==> config.mk <==
export PLATFORM = sky130hd
export DESIGN_NAME = gpio_irq_ctrl
export DESIGN_NICKNAME = d
export VERILOG_FILES = /design/src/rtl/gpio_irq_pkg.sv /design/src/rtl/gpio_in_sync.sv /design/src/rtl/gpio_edge_track.sv /design/src/rtl/gpio_irq_merge.sv /design/src/rtl/gpio_irq_ctrl.sv
export SDC_FILE = /design/constraint.sdc
export NUM_CORES = 1
export LEC_CHECK = 0
export BUFFER_PORTS_ARGS = -buffer_cell sky130_fd_sc_hd__buf_2
export CORE_MARGIN = 2
export CORE_UTILIZATION = 45
export CTS_BUF_LIST = sky130_fd_sc_hd__clkbuf_8
export CTS_CLUSTER_SIZE = 14
export DETAILED_ROUTE_END_ITERATION = 16
export GPL_TIMING_DRIVEN = 0
export PLACE_DENSITY = 0.67
export SLEW_MARGIN = 30
export SYNTH_ARGS = -nofsm -noshare
export SYNTH_HDL_FRONTEND = slang
export SYNTH_SLANG_ARGS = --single-unit
==> constraint.sdc <==
create_clock -name clk -period 4.7 [get_ports clk]
set_input_delay 1.41 -clock clk [delete_from_list [all_inputs] [get_ports clk]]
set_output_delay 1.41 -clock clk [all_outputs]
set_load 0.05 [all_outputs]
==> src/rtl/gpio_irq_pkg.sv <==
package gpio_irq_pkg;
  localparam int ADDR_W = 9;
  localparam int DATA_W = 32;

  typedef logic [ADDR_W-1:0] reg_addr_t;

  localparam reg_addr_t OFS_DIN       = 9'h000;
  localparam reg_addr_t OFS_DOUT      = 9'h004;
  localparam reg_addr_t OFS_OE        = 9'h008;
  localparam reg_addr_t OFS_LVL_POL   = 9'h010;
  localparam reg_addr_t OFS_LVL_MASK  = 9'h014;
  localparam reg_addr_t OFS_EVT_FLAG  = 9'h018;
  localparam reg_addr_t OFS_EVT_MASK  = 9'h01C;
  localparam reg_addr_t OFS_EVT_POL   = 9'h024;
  localparam reg_addr_t OFS_CHIP_STAT = 9'h120;
  localparam reg_addr_t OFS_CHIP_MASK = 9'h124;

  typedef enum logic [3:0] {
    SEL_NONE,
    SEL_DIN,
    SEL_DOUT,
    SEL_OE,
    SEL_LVL_POL,
    SEL_LVL_MASK,
    SEL_EVT_FLAG,
    SEL_EVT_MASK,
    SEL_EVT_POL,
    SEL_CHIP_STAT,
    SEL_CHIP_MASK
  } reg_sel_e;
endpackage

==> src/rtl/gpio_in_sync.sv <==
module gpio_in_sync #(
  parameter int WIDTH = 32
) (
  input  logic             clk,
  input  logic             rst_n,
  input  logic [WIDTH-1:0] async_in,
  output logic [WIDTH-1:0] sync_out
);
  logic [WIDTH-1:0] meta_q;
  logic [WIDTH-1:0] stable_q;

  always_ff @(posedge clk or negedge rst_n) begin
    if (!rst_n) begin
      meta_q   <= '0;
      stable_q <= '0;
    end else begin
      meta_q   <= async_in;
      stable_q <= meta_q;
    end
  end

  assign sync_out = stable_q;
endmodule

==> src/rtl/gpio_edge_track.sv <==
module gpio_edge_track #(
  parameter int WIDTH = 32
) (
  input  logic             clk,
  input  logic             rst_n,
  input  logic [WIDTH-1:0] level_in,
  input  logic [WIDTH-1:0] edge_pol,
  input  logic [WIDTH-1:0] clr_mask,
  output logic [WIDTH-1:0] flags
);
  logic [WIDTH-1:0] prev_q;
  logic [WIDTH-1:0] flag_q;
  logic [WIDTH-1:0] flag_d;
  logic [WIDTH-1:0] new_edge;

  always_comb begin
    // a changed bit whose new value differs from its polarity bit is the chosen edge
    new_edge = (level_in ^ prev_q) & (level_in ^ edge_pol);
    flag_d   = (flag_q & ~clr_mask) | new_edge;
  end

  always_ff @(posedge clk or negedge rst_n) begin
    if (!rst_n) begin
      prev_q <= '0;
      flag_q <= '0;
    end else begin
      prev_q <= level_in;
      flag_q <= flag_d;
    end
  end

  assign flags = flag_q;

  // a detected edge wins over a simultaneous clear
  a_r7_edge_sets_flag: assert property (@(posedge clk) disable iff (!rst_n)
    (|new_edge) |=> ((flag_q & $past(new_edge)) == $past(new_edge)));

  // cleared bits without a coinciding edge read zero next cycle
  a_r6_clear_takes: assert property (@(posedge clk) disable iff (!rst_n)
    (|(clr_mask & ~new_edge)) |=> ((flag_q & $past(clr_mask & ~new_edge)) == '0));

  // no flag falls unless a clear was written for it
  a_r6_no_spurious_drop: assert property (@(posedge clk) disable iff (!rst_n)
    1'b1 |=> ((($past(flag_q) & ~$past(clr_mask)) & ~flag_q) == '0));
endmodule

==> src/rtl/gpio_irq_merge.sv <==
module gpio_irq_merge #(
  parameter int WIDTH = 32
) (
  input  logic [WIDTH-1:0] level_in,
  input  logic [WIDTH-1:0] level_pol,
  input  logic [WIDTH-1:0] level_mask,
  input  logic [WIDTH-1:0] flags,
  input  logic [WIDTH-1:0] flag_mask,
  output logic [WIDTH-1:0] level_irq,
  output logic [WIDTH-1:0] edge_irq,
  output logic             pin_summary
);
  always_comb begin
    level_irq   = (level_in ^ level_pol) & level_mask;
    edge_irq    = flags & flag_mask;
    pin_summary = (|level_irq) | (|edge_irq);
  end
endmodule

==> src/rtl/gpio_irq_ctrl.sv <==
module gpio_irq_ctrl
  import gpio_irq_pkg::*;
#(
  parameter int NUM_PINS = 32
) (
  input  logic                clk,
  input  logic                rst_n,
  input  logic                bus_en,
  input  logic                bus_we,
  input  logic [ADDR_W-1:0]   bus_addr,
  input  logic [DATA_W-1:0]   bus_wdata,
  output logic [DATA_W-1:0]   bus_rdata,
  input  logic [NUM_PINS-1:0] pin_in,
  output logic [NUM_PINS-1:0] pin_out,
  output logic [NUM_PINS-1:0] pin_oe,
  output logic                chip_irq
);
  localparam int PW = NUM_PINS;

  reg_sel_e      sel;
  logic          wr_stb;
  logic [PW-1:0] wr_pins;

  logic [PW-1:0] dout_q, oe_q, lpol_q, lmask_q, emask_q, epol_q;
  logic          cmask_q;

  logic [PW-1:0] din_sync;
  logic [PW-1:0] flags;
  logic [PW-1:0] flag_clr;
  logic [PW-1:0] level_irq;
  logic [PW-1:0] edge_irq;
  logic          pin_summary;

  // address decode
  always_comb begin
    unique case (bus_addr)
      OFS_DIN:       sel = SEL_DIN;
      OFS_DOUT:      sel = SEL_DOUT;
      OFS_OE:        sel = SEL_OE;
      OFS_LVL_POL:   sel = SEL_LVL_POL;
      OFS_LVL_MASK:  sel = SEL_LVL_MASK;
      OFS_EVT_FLAG:  sel = SEL_EVT_FLAG;
      OFS_EVT_MASK:  sel = SEL_EVT_MASK;
      OFS_EVT_POL:   sel = SEL_EVT_POL;
      OFS_CHIP_STAT: sel = SEL_CHIP_STAT;
      OFS_CHIP_MASK: sel = SEL_CHIP_MASK;
      default:       sel = SEL_NONE;
    endcase
    wr_stb   = bus_en & bus_we;
    wr_pins  = bus_wdata[PW-1:0];
    flag_clr = (wr_stb && sel == SEL_EVT_FLAG) ? wr_pins : '0;
  end

  // configuration registers with explicit write enables
  always_ff @(posedge clk or negedge rst_n) begin
    if (!rst_n) begin
      dout_q  <= '0;
      oe_q    <= '0;
      lpol_q  <= '0;
      lmask_q <= '0;
      emask_q <= '0;
      epol_q  <= '0;
      cmask_q <= 1'b0;
    end else begin
      if (wr_stb && sel == SEL_DOUT)      dout_q  <= wr_pins;
      if (wr_stb && sel == SEL_OE)        oe_q    <= wr_pins;
      if (wr_stb && sel == SEL_LVL_POL)   lpol_q  <= wr_pins;
      if (wr_stb && sel == SEL_LVL_MASK)  lmask_q <= wr_pins;
      if (wr_stb && sel == SEL_EVT_MASK)  emask_q <= wr_pins;
      if (wr_stb && sel == SEL_EVT_POL)   epol_q  <= wr_pins;
      if (wr_stb && sel == SEL_CHIP_MASK) cmask_q <= bus_wdata[0];
    end
  end

  gpio_in_sync #(.WIDTH(PW)) u_sync (
    .clk      (clk),
    .rst_n    (rst_n),
    .async_in (pin_in),
    .sync_out (din_sync)
  );

  gpio_edge_track #(.WIDTH(PW)) u_edge (
    .clk      (clk),
    .rst_n    (rst_n),
    .level_in (din_sync),
    .edge_pol (epol_q),
    .clr_mask (flag_clr),
    .flags    (flags)
  );

  gpio_irq_merge #(.WIDTH(PW)) u_merge (
    .level_in    (din_sync),
    .level_pol   (lpol_q),
    .level_mask  (lmask_q),
    .flags       (flags),
    .flag_mask   (emask_q),
    .level_irq   (level_irq),
    .edge_irq    (edge_irq),
    .pin_summary (pin_summary)
  );

  // read mux, pin-wide values zero-extended to the bus width
  always_comb begin
    logic [PW-1:0] pin_val;
    pin_val   = '0;
    bus_rdata = '0;
    unique case (sel)
      SEL_DIN:       pin_val = din_sync;
      SEL_DOUT:      pin_val = dout_q;
      SEL_OE:        pin_val = oe_q;
      SEL_LVL_POL:   pin_val = lpol_q;
      SEL_LVL_MASK:  pin_val = lmask_q;
      SEL_EVT_FLAG:  pin_val = flags;
      SEL_EVT_MASK:  pin_val = emask_q;
      SEL_EVT_POL:   pin_val = epol_q;
      SEL_CHIP_STAT: bus_rdata[0] = pin_summary;
      SEL_CHIP_MASK: bus_rdata[0] = cmask_q;
      default:       pin_val = '0;
    endcase
    bus_rdata[PW-1:0] = bus_rdata[PW-1:0] | pin_val;
    if (!bus_en) bus_rdata = '0;
  end

  assign pin_oe   = oe_q;
  assign pin_out  = dout_q & oe_q;
  assign chip_irq = pin_summary & cmask_q;

  // no request while the chip mask is clear
  a_r10_mask_gates: assert property (@(posedge clk) disable iff (!rst_n)
    !cmask_q |-> !chip_irq);

  // any active enabled pin interrupt reaches the chip line under the mask
  a_r9_summary_reaches: assert property (@(posedge clk) disable iff (!rst_n)
    (cmask_q && ((|level_irq) || (|edge_irq))) |-> chip_irq);

  // a pin is never driven high while its enable is low
  a_r3_oe_gates_out: assert property (@(posedge clk) disable iff (!rst_n)
    (pin_out & ~pin_oe) == '0);
endmodule

==> run summary <==
initial antenna violation count: 0
Overflow after GRT: 0
Max VDD drop: 0.191 mV
I/O pins: 174
die area: 32600 um^2
Via Count: 10300
Seq/Total Area, Yosys: 57.3%
final hold violation count: 0
# port buffers: 171
CP Capture Type: primary output
most common library cells after synthesis: 321 x dfrtp_1, 173 x mux2_2, 151 x nand2_1
CTS tree: built
post-synth net total: 1164
CORE AREA: 30700 um^2
Worst setup SP type: primary input
status: finished with violations
worst hold path depth: 0
RSZ-0062 raised after global routing: true
Placer Congestion: 0.926
Cells after Synth: 1087
flops & latches, synth: 321
most numerous cell in the Yosys netlist: dfrtp_1
number of flops mapped to enable cells by yosys: 0
largest net degree at the start of global routing: 82
setup TNS: -9.64 ns
dpl ws: -1.72 ns
area leader, netlist: dfrtp_1
synth unique cells: 45
Vias/cell: 5.84
number of max-cap violations: 0
Clk Latency, worst-skew pair: 0.60 ns
Worst Setup Slack, final: -0.340 ns
Slew Limit Headroom: 38.0%
Top FF cell, synth: dfrtp_1
number of buffers created by CTS: 54
CTS Buffer Depth: 3
layout cells sized above 1: 41.7%
Power Total: 5.70 mW
Pleak: 8.49 nW
hold_buf cts: 0
GRT Resource Usage Total: 26.0%
min cycle time layout: 5.04 ns
# setup viols final: 32
Final Net Count: 1410
Post-Syn Area: 14000 um^2
Setup Skew: 0.0225 ns
drt pass-1 iters: 7
vias in the first global route: 10600
post-synth top area share: 57.3%
Die X: 181 um
fin. max-slew vios: 0
Slew @ Worst Pin: 0.930 ns
top cells by area, synth: dfrtp_1 57%, mux2_2 14%, nand2_1 4.0%, mux2_1 3.0%, mux4_2 2.9%
die height: 181 um
Reg clk slew, reported paths: 0.06 ns
PwrDens: 319 nW/um^2
worst setup path class: in -> out
drc violations: 0
area grow syn2layout: 27.5%
DR iter-0 viols: 1003
crit-path max FO: 10
wire per inst: 23.7 um
first-pass GRT wire length: 64300 um
FP Rows: 64
R2R cell count: 2
Fmax: 198 MHz
Util after Layout: 58.3%
Yosys Warn Count: 0
routed wire length: 42100 um
root buffer cell: clkbuf_8
crit share post-route: 107%
DP HPWL: 29000 um
post-route ant nets: 0
Num Clock Sinks: 321
HP Class: reg -> reg
htree depth: 2
post-synthesis area per instance: 12.9 um^2
failing checks: setup timing
Critical Path AT: 3.63 ns
Antenna Cells: 0
Starting Density: 45.7%
Worst Path Required: 3.29 ns
asr flop ratio synth: 100%
area by class of cell:
| class | count | area (um^2) |
|---|---|---|
| Tap cell | 396 | 495 |
| Fill cell | 2540 | 12800 |
| Timing Repair Buffer | 190 | 1430 |
| Clock inverter | 30 | 161 |
| Buffer | 54 | 407 |
| Multi-Input combinational cell | 709 | 6410 |
| Clock buffer | 68 | 936 |
| Sequential cell | 321 | 8030 |
| Inverter | 3 | 11.3 |
worst paths after layout:
| check | start | end | slack (ns) |
|---|---|---|---|
| max | bus_addr[0] | bus_rdata[22] | -0.34 |
| min | u_sync.meta_q[7]$_DFF_PN0_ | u_sync.sync_out[7]$_DFF_PN0_ | 0.33 |
| max reg2reg | u_sync.sync_out[31]$_DFF_PN0_ | u_edge.flags[31]$_DFF_PN0_ | 3.75 |
| min reg2reg | u_sync.meta_q[7]$_DFF_PN0_ | u_sync.sync_out[7]$_DFF_PN0_ | 0.33 |
| max in group asynchronous | rst_n | u_sync.meta_q[20]$_DFF_PN0_ | 2.53 |
| min in group asynchronous | rst_n | u_sync.sync_out[6]$_DFF_PN0_ | 0.78 |
report_power, final:
part / internal (mW) / leakage (nW) / switching [mW]
logic: 0.124 / 3.76 / 0.203
clock network: 1.36 / 0.644 / 1.13
registers: 2.83 / 4.09 / 0.0611
total: 4.31 / 8.49 / 1.39
state kept, by name (all words and copies together), names as in the netlist:
| signal | cells |
|---|---|
| dout_q | 32 |
| u_edge.flags | 32 |
| u_sync.meta_q | 32 |
| cmask_q | 1 |
| u_edge.prev_q | 32 |
| u_sync.sync_out | 32 |
| epol_q | 32 |
| emask_q | 32 |
| pin_oe | 32 |
| lmask_q | 32 |
| lpol_q | 32 |
cells in the final DEF, fill, tap and decap left out, types with 6 or more instances in the layout:
cell type and instances:
dfrtp_1 321, mux2_2 173, buf_2 147, nand2_1 134, clkbuf_8 71, nor2_1 40
mux2_1 37, mux2i_1 36, buf_6 34, xor2_1 32, and2_1 32, o211ai_1 31
inv_1 26, a22oi_1 21, a21oi_4 19, mux4_2 18, a222oi_1 17, nand2_2 15
clkbuf_1 11, buf_4 11, o22ai_4 11, buf_8 9, o22ai_1 7, nand4_1 7
buf_16 7, a221oi_1 6, buf_1 6
metrics by stage:
step,instance area [um^2],hold WS (ns),instances
after floorplan,14500,0.331,1087
after global placement,15800,0.333,1654
after detailed placement,16000,0.335,1662
after CTS,17800,0.341,1767
after global routing,17900,0.350,1771
final,17900,0.333,1771
critical path, stage by stage:
cell and delay, ns:
buf_8 0.09, or4_4 0.57, or4_4 0.50, nor3b_4 0.24
buf_6 0.19, clkbuf_16 0.19, nand2_2 0.08, a21oi_4 0.16
buf_8 0.17
repair_timing:
item / CTS / global route
gates resized for setup: 157 / 18
pin swaps: 25 / 8
gates cloned: 2 / 0
setup buffers: 5 / 4
endpoints found under the setup margin: 32 / 32
per-layer routing:
metal	track usage [%]	vias up	routed length, um	part of all wire (%)
met1	36.2	5301	17800	42
li1	-	4492	-	-
met4	9.03	0	1250	3.0
met2	40.1	473	19600	47
met3	6.14	77	3390	8.1
met5	0	-	0	0
kinds of logic after synthesis:
logic type | share of synthesized area, %
buffers and inverters | 1.80
XOR/XNOR | 2.00
flip-flops | 57.3
multiplexers | 22.4
AO/OA/AOI/OAI | 8.26
AND/OR/NAND/NOR | 8.25
No activity file was read; power rests on OpenSTA's default activity.
